## config.mk

```make
export PLATFORM = sky130hd
export DESIGN_NAME = clock_victim_sel
export DESIGN_NICKNAME = d
export VERILOG_FILES = /design/src/rtl/clkrep_pkg.sv /design/src/rtl/clkrep_flags.sv /design/src/rtl/clkrep_sweep.sv /design/src/rtl/clock_victim_sel.sv
export SDC_FILE = /design/constraint.sdc
export NUM_CORES = 1
export LEC_CHECK = 0
export ABC_AREA = 1
export ABC_CLOCK_PERIOD_IN_PS = 2300
export BUFFER_PORTS_ARGS = -buffer_cell sky130_fd_sc_hd__clkbuf_2
export CORE_MARGIN = 3
export CORE_UTILIZATION = 45
export DETAILED_ROUTE_END_ITERATION = 7
export PLACE_DENSITY = 0.63
export RECOVER_POWER = 50
export REMOVE_ABC_BUFFERS = 1
export SYNTH_ARGS = -nofsm -noshare
export SYNTH_HDL_FRONTEND = slang
export SYNTH_SLANG_ARGS = --single-unit
```

## constraint.sdc

```tcl
create_clock -name clk -period 2.3 [get_ports clk]
set_clock_uncertainty 0.2 [all_clocks]
set_input_delay 0.46 -clock clk [delete_from_list [all_inputs] [get_ports clk]]
set_output_delay 0.46 -clock clk [all_outputs]
set_load 0.01 [all_outputs]
```

## src/rtl/clkrep_pkg.sv

```systemverilog
package clkrep_pkg;

  typedef enum logic [0:0] {
    ST_IDLE  = 1'b0,
    ST_SWEEP = 1'b1
  } sweep_st_e;

  // Next frame on the clock face, wrapping at n.
  function automatic int unsigned wrap_next(input int unsigned idx, input int unsigned n);
    return (idx + 1 >= n) ? 0 : idx + 1;
  endfunction

  // A frame qualifies when unreferenced and, in clean mode, unmodified.
  function automatic logic frame_qualifies(input logic used, input logic dirty, input logic clean_mode);
    return !used && (!clean_mode || !dirty);
  endfunction

endpackage

```

## src/rtl/clkrep_flags.sv

```systemverilog
module clkrep_flags #(
  parameter int NFRAMES = 8,
  parameter int IDX_W   = 3
) (
  input  logic               clk,
  input  logic               rst_n,
  input  logic               ref_valid,
  input  logic [IDX_W-1:0]   ref_idx,
  input  logic               ref_write,
  input  logic               clr_used_en,
  input  logic [IDX_W-1:0]   clr_used_idx,
  input  logic               clr_dirty_en,
  input  logic [IDX_W-1:0]   clr_dirty_idx,
  output logic [NFRAMES-1:0] used_vec,
  output logic [NFRAMES-1:0] dirty_vec
);

  for (genvar g = 0; g < NFRAMES; g++) begin : g_frame
    localparam logic [IDX_W-1:0] MY_IDX = IDX_W'(g);
    logic hit_ref, hit_clr, hit_pick;

    assign hit_ref  = ref_valid && (ref_idx == MY_IDX);
    assign hit_clr  = clr_used_en && (clr_used_idx == MY_IDX);
    assign hit_pick = clr_dirty_en && (clr_dirty_idx == MY_IDX);

    // A reference outranks the sweep clear in the same cycle.
    always_ff @(posedge clk) begin
      if (!rst_n)       used_vec[g] <= 1'b0;
      else if (hit_ref) used_vec[g] <= 1'b1;
      else if (hit_clr) used_vec[g] <= 1'b0;
    end

    // A store outranks the clear that comes with being chosen.
    always_ff @(posedge clk) begin
      if (!rst_n)                     dirty_vec[g] <= 1'b0;
      else if (hit_ref && ref_write)  dirty_vec[g] <= 1'b1;
      else if (hit_pick)              dirty_vec[g] <= 1'b0;
    end
  end

endmodule

```

## src/rtl/clkrep_sweep.sv

```systemverilog
module clkrep_sweep
  import clkrep_pkg::*;
#(
  parameter int NFRAMES = 8,
  parameter int IDX_W   = 3
) (
  input  logic               clk,
  input  logic               rst_n,
  input  logic               req_valid,
  input  logic               clean_pref,
  input  logic [NFRAMES-1:0] used_vec,
  input  logic [NFRAMES-1:0] dirty_vec,
  output logic               busy,
  output logic               done,
  output logic [IDX_W-1:0]   victim_idx,
  output logic               clr_en,
  output logic [IDX_W-1:0]   clr_idx,
  output logic               pick_en,
  output logic [IDX_W-1:0]   pick_idx
);

  localparam logic [IDX_W-1:0] LAST = IDX_W'(NFRAMES - 1);

  sweep_st_e        st;
  logic [IDX_W-1:0] cur, ptr, step, fb_idx;
  logic             fb_valid, mode_clean;

  logic             searching, cur_used, cur_dirty, cand_ok, lap_end;
  logic             fb_now_valid;
  logic [IDX_W-1:0] fb_now_idx;

  assign searching    = (st == ST_SWEEP);
  assign cur_used     = used_vec[cur];
  assign cur_dirty    = dirty_vec[cur];
  assign cand_ok      = frame_qualifies(cur_used, cur_dirty, mode_clean);
  assign lap_end      = (step == LAST);
  assign fb_now_valid = fb_valid || !cur_used;
  assign fb_now_idx   = fb_valid ? fb_idx : cur;

  assign pick_en  = searching && (cand_ok || (mode_clean && lap_end && fb_now_valid));
  assign pick_idx = cand_ok ? cur : fb_now_idx;
  assign clr_en   = searching && cur_used;
  assign clr_idx  = cur;
  assign busy     = searching;

  always_ff @(posedge clk) begin
    if (!rst_n) begin
      st         <= ST_IDLE;
      cur        <= '0;
      ptr        <= LAST;
      step       <= '0;
      fb_idx     <= '0;
      fb_valid   <= 1'b0;
      mode_clean <= 1'b0;
      done       <= 1'b0;
      victim_idx <= '0;
    end else begin
      done <= 1'b0;
      unique case (st)
        ST_IDLE: begin
          if (req_valid) begin
            st         <= ST_SWEEP;
            cur        <= IDX_W'(wrap_next(int'(ptr), NFRAMES));
            step       <= '0;
            fb_valid   <= 1'b0;
            mode_clean <= clean_pref;
          end
        end
        ST_SWEEP: begin
          if (pick_en) begin
            st         <= ST_IDLE;
            done       <= 1'b1;
            victim_idx <= pick_idx;
            ptr        <= pick_idx;
          end else begin
            cur  <= IDX_W'(wrap_next(int'(cur), NFRAMES));
            step <= lap_end ? '0 : step + 1'b1;
            if (lap_end) begin
              fb_valid <= 1'b0;
            end else if (mode_clean && !cur_used && !fb_valid) begin
              fb_valid <= 1'b1;
              fb_idx   <= cur;
            end
          end
        end
        default: st <= ST_IDLE;
      endcase
    end
  end

endmodule

```

## src/rtl/clock_victim_sel.sv

```systemverilog
module clock_victim_sel #(
  parameter  int NFRAMES = 8,
  localparam int IDX_W   = (NFRAMES > 1) ? $clog2(NFRAMES) : 1
) (
  input  logic             clk,
  input  logic             rst_n,
  input  logic             ref_valid,
  input  logic [IDX_W-1:0] ref_idx,
  input  logic             ref_write,
  input  logic             req_valid,
  input  logic             clean_pref,
  output logic             busy,
  output logic             done,
  output logic [IDX_W-1:0] victim_idx
);

  // Internal events, named for the bound checker.
  logic [NFRAMES-1:0] used_vec, dirty_vec;
  logic               sweep_clr_en, pick_en;
  logic [IDX_W-1:0]   sweep_idx, pick_idx;

  clkrep_flags #(.NFRAMES(NFRAMES), .IDX_W(IDX_W)) u_flags (
    .clk           (clk),
    .rst_n         (rst_n),
    .ref_valid     (ref_valid),
    .ref_idx       (ref_idx),
    .ref_write     (ref_write),
    .clr_used_en   (sweep_clr_en),
    .clr_used_idx  (sweep_idx),
    .clr_dirty_en  (pick_en),
    .clr_dirty_idx (pick_idx),
    .used_vec      (used_vec),
    .dirty_vec     (dirty_vec)
  );

  clkrep_sweep #(.NFRAMES(NFRAMES), .IDX_W(IDX_W)) u_sweep (
    .clk        (clk),
    .rst_n      (rst_n),
    .req_valid  (req_valid),
    .clean_pref (clean_pref),
    .used_vec   (used_vec),
    .dirty_vec  (dirty_vec),
    .busy       (busy),
    .done       (done),
    .victim_idx (victim_idx),
    .clr_en     (sweep_clr_en),
    .clr_idx    (sweep_idx),
    .pick_en    (pick_en),
    .pick_idx   (pick_idx)
  );

endmodule

```

==> metrics.csv, run 1 <==
metric,value,unit
worst_slack,0.292,ns
top_layer_used,met4,
p_seq_frac,0.443,
ctsRootBufferMaster,clkbuf_8,
synth.largest_area_cell,dfxtp_1,
num-nets-final,317,
outcome,completed,
route.detailed.drc,0,
clockPowerShare,0.285,
wl_per_cell,12.7,microns
worstHoldPathCells,3,
h-tree-depth,2,
first_pass_iters,4,
clockBufferDepth,2,
start_util,0.481,
vias,1726,
post-place-ws,0.344,ns
layout_commonest_cell,nand2_1,
hold_viol_final,0,
grt_max_degree,18,
total_leakage_power,0.912,nW
ys_warn_count,0,
cap_viol_max_count,0,
r2r-start,u_sweep.clr_idx[1],
place_area,0.00210,sq mm
crit_path_end_kind,flop,
ys_ff_latch,35,
ys_seq_area_frac,0.354,
hold_path_class,in2reg,
antenna_found_initial,0,
rr_worst_depth,11,
fillCellCount,428,
cts_buffers,5,
drt-vias-per-instance,4.93,
drive_above_1_share,0.137,
rsz0062_at_grt,false,
layout_common_cells,"nand2_1, dfxtp_1, nor2_1, inv_1",
die_x,72.3,microns
die_height,72.3,microns
cts_sinks,35,
core-area,0.00412,sq mm
combPwrFrac,0.272,
num_rows,23,
switching_share,0.343,
tns,0,ns
grt_pass1_wl,7310,microns
p_switching,516,uW
fmax,0.498,GHz
max_slew_margin,0.664,
fin_cells,350,
wl,4440,microns
final_cell_area,0.00217,sq mm
crit_required,2.28,ns
min_period_over_period,0.873,
diodes,0,
hp-start,clean_pref,
p_int,986,uW
cts_setup_buffers,0,
drtIter0Drc,120,
hold_end,u_sweep.mode_clean,
finalCoreUtilization,0.526,
ant_nets,0,
boundaryPins,14,
wl_met2,1900,microns
worst_r2r_endpoint,u_flags.dirty_vec[1],
path_class,reg2reg,
cp_max_fo,11,
met1_length,2340,microns
finalPower,1.50,mW
grt_pass1_vias,1538,
worstSetupStartpointType,flop,
avgSynthCellArea,7.02,sq um
hpwl,3370,microns
synth_top_area_frac,0.354,
setup_viol,0,
critical_path_arrival,1.99,ns
syn_inst,282,
clk_latency,0.29,ns
r2r_slack,0.29,ns
gp_congestion,0.837,
slowest_delay,0.49,ns
peakVddDrop,0.374,mV
crit_path_top_delay_cell,dfxtp_1,
whs,0.235,ns
regArea,701,sq um
cts_resized,0,
multi_input_area,0.00111,sq mm
globalRouteOverflowTotal,0,
place_inst,342,
fin_crit,2.01,ns
synthTopCellsByArea,"dfxtp_1, nand2_1, a21oi_1",
die_area,0.00523,sq mm
tritoncts,done,
clk_transition_reported_paths,0.07,ns
syn2layout_area_growth,9.42,%
final_max_slew_viol_count,0,
worst_slew_pin_slew,0.503,ns
netlist_area,0.00198,sq mm
power_density,693,mW/mm^2
numPortBuffers,13,
cts_hold_buf,0,
worstPathCellList,inv_2 -> nand2_1 -> nand3_1 -> nand2_4 -> nand2_8 -> nand2_8 -> nand2_8 -> nor2_4 -> nand2_1 -> nand2_1 -> a21oi_2,
grt_usage,0.180,
ys_types,31,
wl_met3,184,microns
[critical path, delay by kind of cell, from the launching register on]
kind                   cells  cell delay [ns]
AND/OR/NAND/NOR            9             1.01
flip-flops                 1             0.49
buffers and inverters      1             0.17
AO/OA/AOI/OAI              1             0.05
[synthesized netlist by cell type (all sizes together)]
cell / count
nand2: 87
inv: 33
buf: 5
a21boi: 1
o21ai: 12
nor3: 1
xnor2: 1
clkbuf: 2
o32ai: 1
a211oi: 1
dfxtp: 35
a21oi: 29
nand3: 29
ha: 9
nand3b: 1
nor2: 34
o211ai: 1
[cell families after synthesis]
| group | synth area share |
|---|---|
| buffers and inverters | 0.0834 |
| AND/OR/NAND/NOR | 0.372 |
| AO/OA/AOI/OAI | 0.130 |
| XOR/XNOR | 0.00443 |
| adder cells (fa/ha/maj) | 0.0569 |
| flip-flops | 0.354 |
[worst max-delay path by stage]
stage                       startpoint                    to  slack [ns]  depth (start not counted)
floorplan           u_sweep.clr_idx[0]  u_flags.dirty_vec[0]        0.33                         13
global placement    u_sweep.clr_idx[1]  u_flags.dirty_vec[1]        0.38                         11
detailed placement  u_sweep.clr_idx[1]  u_flags.dirty_vec[1]        0.34                         11
CTS                 u_sweep.clr_idx[1]  u_flags.dirty_vec[1]        0.34                         11
global route        u_sweep.clr_idx[1]  u_flags.dirty_vec[1]        0.11                         11
finish              u_sweep.clr_idx[1]  u_flags.dirty_vec[1]        0.29                         11
[power by group through the flow]
stage               clock (mW)  sequential (mW)  combinational (mW)
floorplan                    0            0.685               0.297
finish                   0.428            0.665               0.408
CTS                      0.444            0.665               0.412
detailed placement           0            0.678               0.410
global route             0.469            0.669               0.454
global placement             0            0.678               0.408
[state kept, by name, indices dropped and copies added (netlist names)]
register and cells:
u_sweep.step 3, u_flags.used_vec 8, u_sweep.done 1, u_flags.dirty_vec 8
u_sweep.clr_idx 3, u_sweep.fb_valid 1, u_sweep.busy 1, u_sweep.victim_idx 3
u_sweep.ptr 3, u_sweep.mode_clean 1, u_sweep.fb_idx 3
[cell type report]
type	instances	area share
clock buffers	7	0.0352
clock inverters	1	0.00231
inverters	33	0.0583
multi-input cells	207	0.512
flip-flops and latches	35	0.324
well taps	50	0.0289
repair buffers	17	0.0399
[routing by layer]
metal  up-vias  global-route usage
met5         -                   0
met4         0              0.0459
met3         4              0.0457
met2        33               0.275
met1       755               0.253
li1        934                   -
Note: power is estimated with default switching activity, not from simulation.
==> run 2: changes to the inputs <==
BUFFER_PORTS_ARGS = default   (was -buffer_cell sky130_fd_sc_hd__clkbuf_2)
DONT_BUFFER_PORTS = 1   (was default)
PLACE_DENSITY = 0.61   (was 0.63)
==> run 2 against run 1 <==
Clock power is 3% higher. Critical path depth rose by 1. Hold slack got worse by 0.19 ns. Wire length decreased by 4.1%. Largest cell class unchanged. Largest power group unchanged. Sequential power is essentially flat. Register-to-register slack worse by 0.06 ns. Highest routed layer unchanged.
==> metrics.csv, run 2 (synthesized netlist as in run 1, its figures left out) <==
metric,value,unit,change
outcome,completed,,
cp_max_fo,8,,-3
num-nets-final,305,,-3.8%
gp_congestion,0.837,,about the same
syn2layout_area_growth,7.08,%,
grt_usage,0.181,,+0.000761
first_pass_iters,4,,unchanged
final_cell_area,0.00212,sq mm,-2.1%
reg_top3,"u_flags.dirty_vec: 8 flops, u_flags.used_vec: 8 flops",,
h-tree-depth,2,,unchanged
fin_crit,2.06,ns,+0.0563 ns
die_x,72.3,microns,unchanged
boundaryPins,14,,unchanged
crit_required,2.26,ns,-0.02 ns
die_height,72.3,microns,unchanged
total_leakage_power,0.881,nW,-3.5%
grt_pass1_wl,7420,microns,+1.4%
clk_latency,0.28,ns,about the same
diodes,0,,unchanged
die_area,0.00523,sq mm,unchanged
drtIter0Drc,100,,-17%
fmax,0.484,GHz,-2.7%
crit_path_end_kind,flop,,
wl,4260,microns,-4.1%
hpwl,3250,microns,-3.5%
cts_hold_buf,0,,unchanged
critical_path_arrival,2.02,ns,+0.03 ns
min_period_over_period,0.898,,+0.0245
core-area,0.00412,sq mm,unchanged
route.detailed.drc,0,,unchanged
cts_setup_buffers,0,,unchanged
finalCoreUtilization,0.515,,-0.0112
drive_above_1_share,0.118,,-0.0182
layout_commonest_cell,nand2_1,,
numPortBuffers,0,,-13
tritoncts,done,,
grt_pass1_vias,1590,,+3.4%
clockBufferDepth,2,,unchanged
final_max_slew_viol_count,0,,unchanged
layout_common_cells,"nand2_1, dfxtp_1, nor2_1, inv_1",,
power_density,705,mW/mm^2,+1.7%
hold_path_class,in2reg,,
hold_viol_final,0,,unchanged
tns,0,ns,unchanged
antenna_found_initial,0,,unchanged
path_class,reg2reg,,
start_util,0.481,,unchanged
cts_buffers,5,,unchanged
vias,1695,,-1.8%
globalRouteOverflowTotal,0,,unchanged
max_slew_margin,0.616,,-0.0484
worst_slew_pin_slew,0.576,ns,+0.0727 ns
setup_viol,0,,unchanged
cts_sinks,35,,unchanged
ant_nets,0,,unchanged
drt-vias-per-instance,5.03,,+2.0%
cap_viol_max_count,0,,unchanged
place_area,0.00204,sq mm,-2.7%
worstSetupStartpointType,flop,,
cts_resized,0,,unchanged
peakVddDrop,0.385,mV,+3.1%
num_rows,23,,unchanged
fillCellCount,432,,+0.93%
rsz0062_at_grt,false,,
wl_per_cell,12.6,microns,-0.40%
ctsRootBufferMaster,clkbuf_8,,
clk_transition_reported_paths,0.07,ns,about the same
grt_max_degree,26,,+8
[run 2: cell count changes in the layout (fill, tap and decap cells not counted), sizes merged]
cell,before,now
buf,3,4
clkbuf,21,7
[run 2: worst paths after layout]
path / startpoint / end / slack, ns / depth (start not counted)
worst max-delay path: u_sweep.clr_idx[0] / u_flags.dirty_vec[0] / 0.24 / 12
worst min-delay path: rst_n / u_sweep.ptr[2] / 0.05 / 1
worst min register to register: u_flags.dirty_vec[7] / u_flags.dirty_vec[7] / 0.27 / 2
worst max register to register: u_sweep.clr_idx[0] / u_flags.dirty_vec[0] / 0.24 / 12
[run 2: area by class of cell]
| cell class | count | area, sq um | share of cell area |
|---|---|---|---|
| clock inverters | 1 | 5.00 | 0.00236 |
| multi-input cells | 207 | 1110 | 0.523 |
| well taps | 50 | 62.6 | 0.0295 |
| inverters | 33 | 126 | 0.0596 |
| repair buffers | 5 | 33.8 | 0.0159 |
| flip-flops and latches | 35 | 701 | 0.331 |
| clock buffers | 6 | 82.6 | 0.0390 |
[run 2: through the flow]
| stage | total power [mW] | worst slack [ns] | instances | hold WS [ns] |
|---|---|---|---|---|
| after floorplan | 0.982 | 0.333 | 275 | 0.239 |
| after global placement | 1.07 | 0.300 | 330 | 0.249 |
| after detailed placement | 1.07 | 0.272 | 330 | 0.257 |
| after CTS | 1.52 | 0.261 | 337 | 0.0413 |
| after global routing | 1.59 | 0.0577 | 337 | 0.0487 |
| final | 1.49 | 0.236 | 337 | 0.0487 |
[run 2: worst max-delay path, cell delays in order (launching register included)]
cell and delay [ns]:
dfxtp_1 0.45, buf_4 0.21, nand2_1 0.06, nand3_1 0.09, nand3_2 0.12, nand2_4 0.17, nand2_8 0.09, nand2_8 0.09
nand2_8 0.08, nor2_4 0.16, nand2_1 0.09, nand2_1 0.07, a21oi_2 0.05
[run 2: layer usage]
metal  global-route usage  share of wire  up-vias
li1                     -              -      911
met3               0.0443          0.055       10
met4               0.0647          0.021        0
met1                0.260           0.50      737
met5                    0              0        -
met2                0.262           0.42       37
[run 2: power by group]
part	leakage, nW	internal [mW]	switching [mW]
sequential	0.285	0.638	0.0287
clock	0.0470	0.235	0.204
combinational	0.549	0.130	0.258
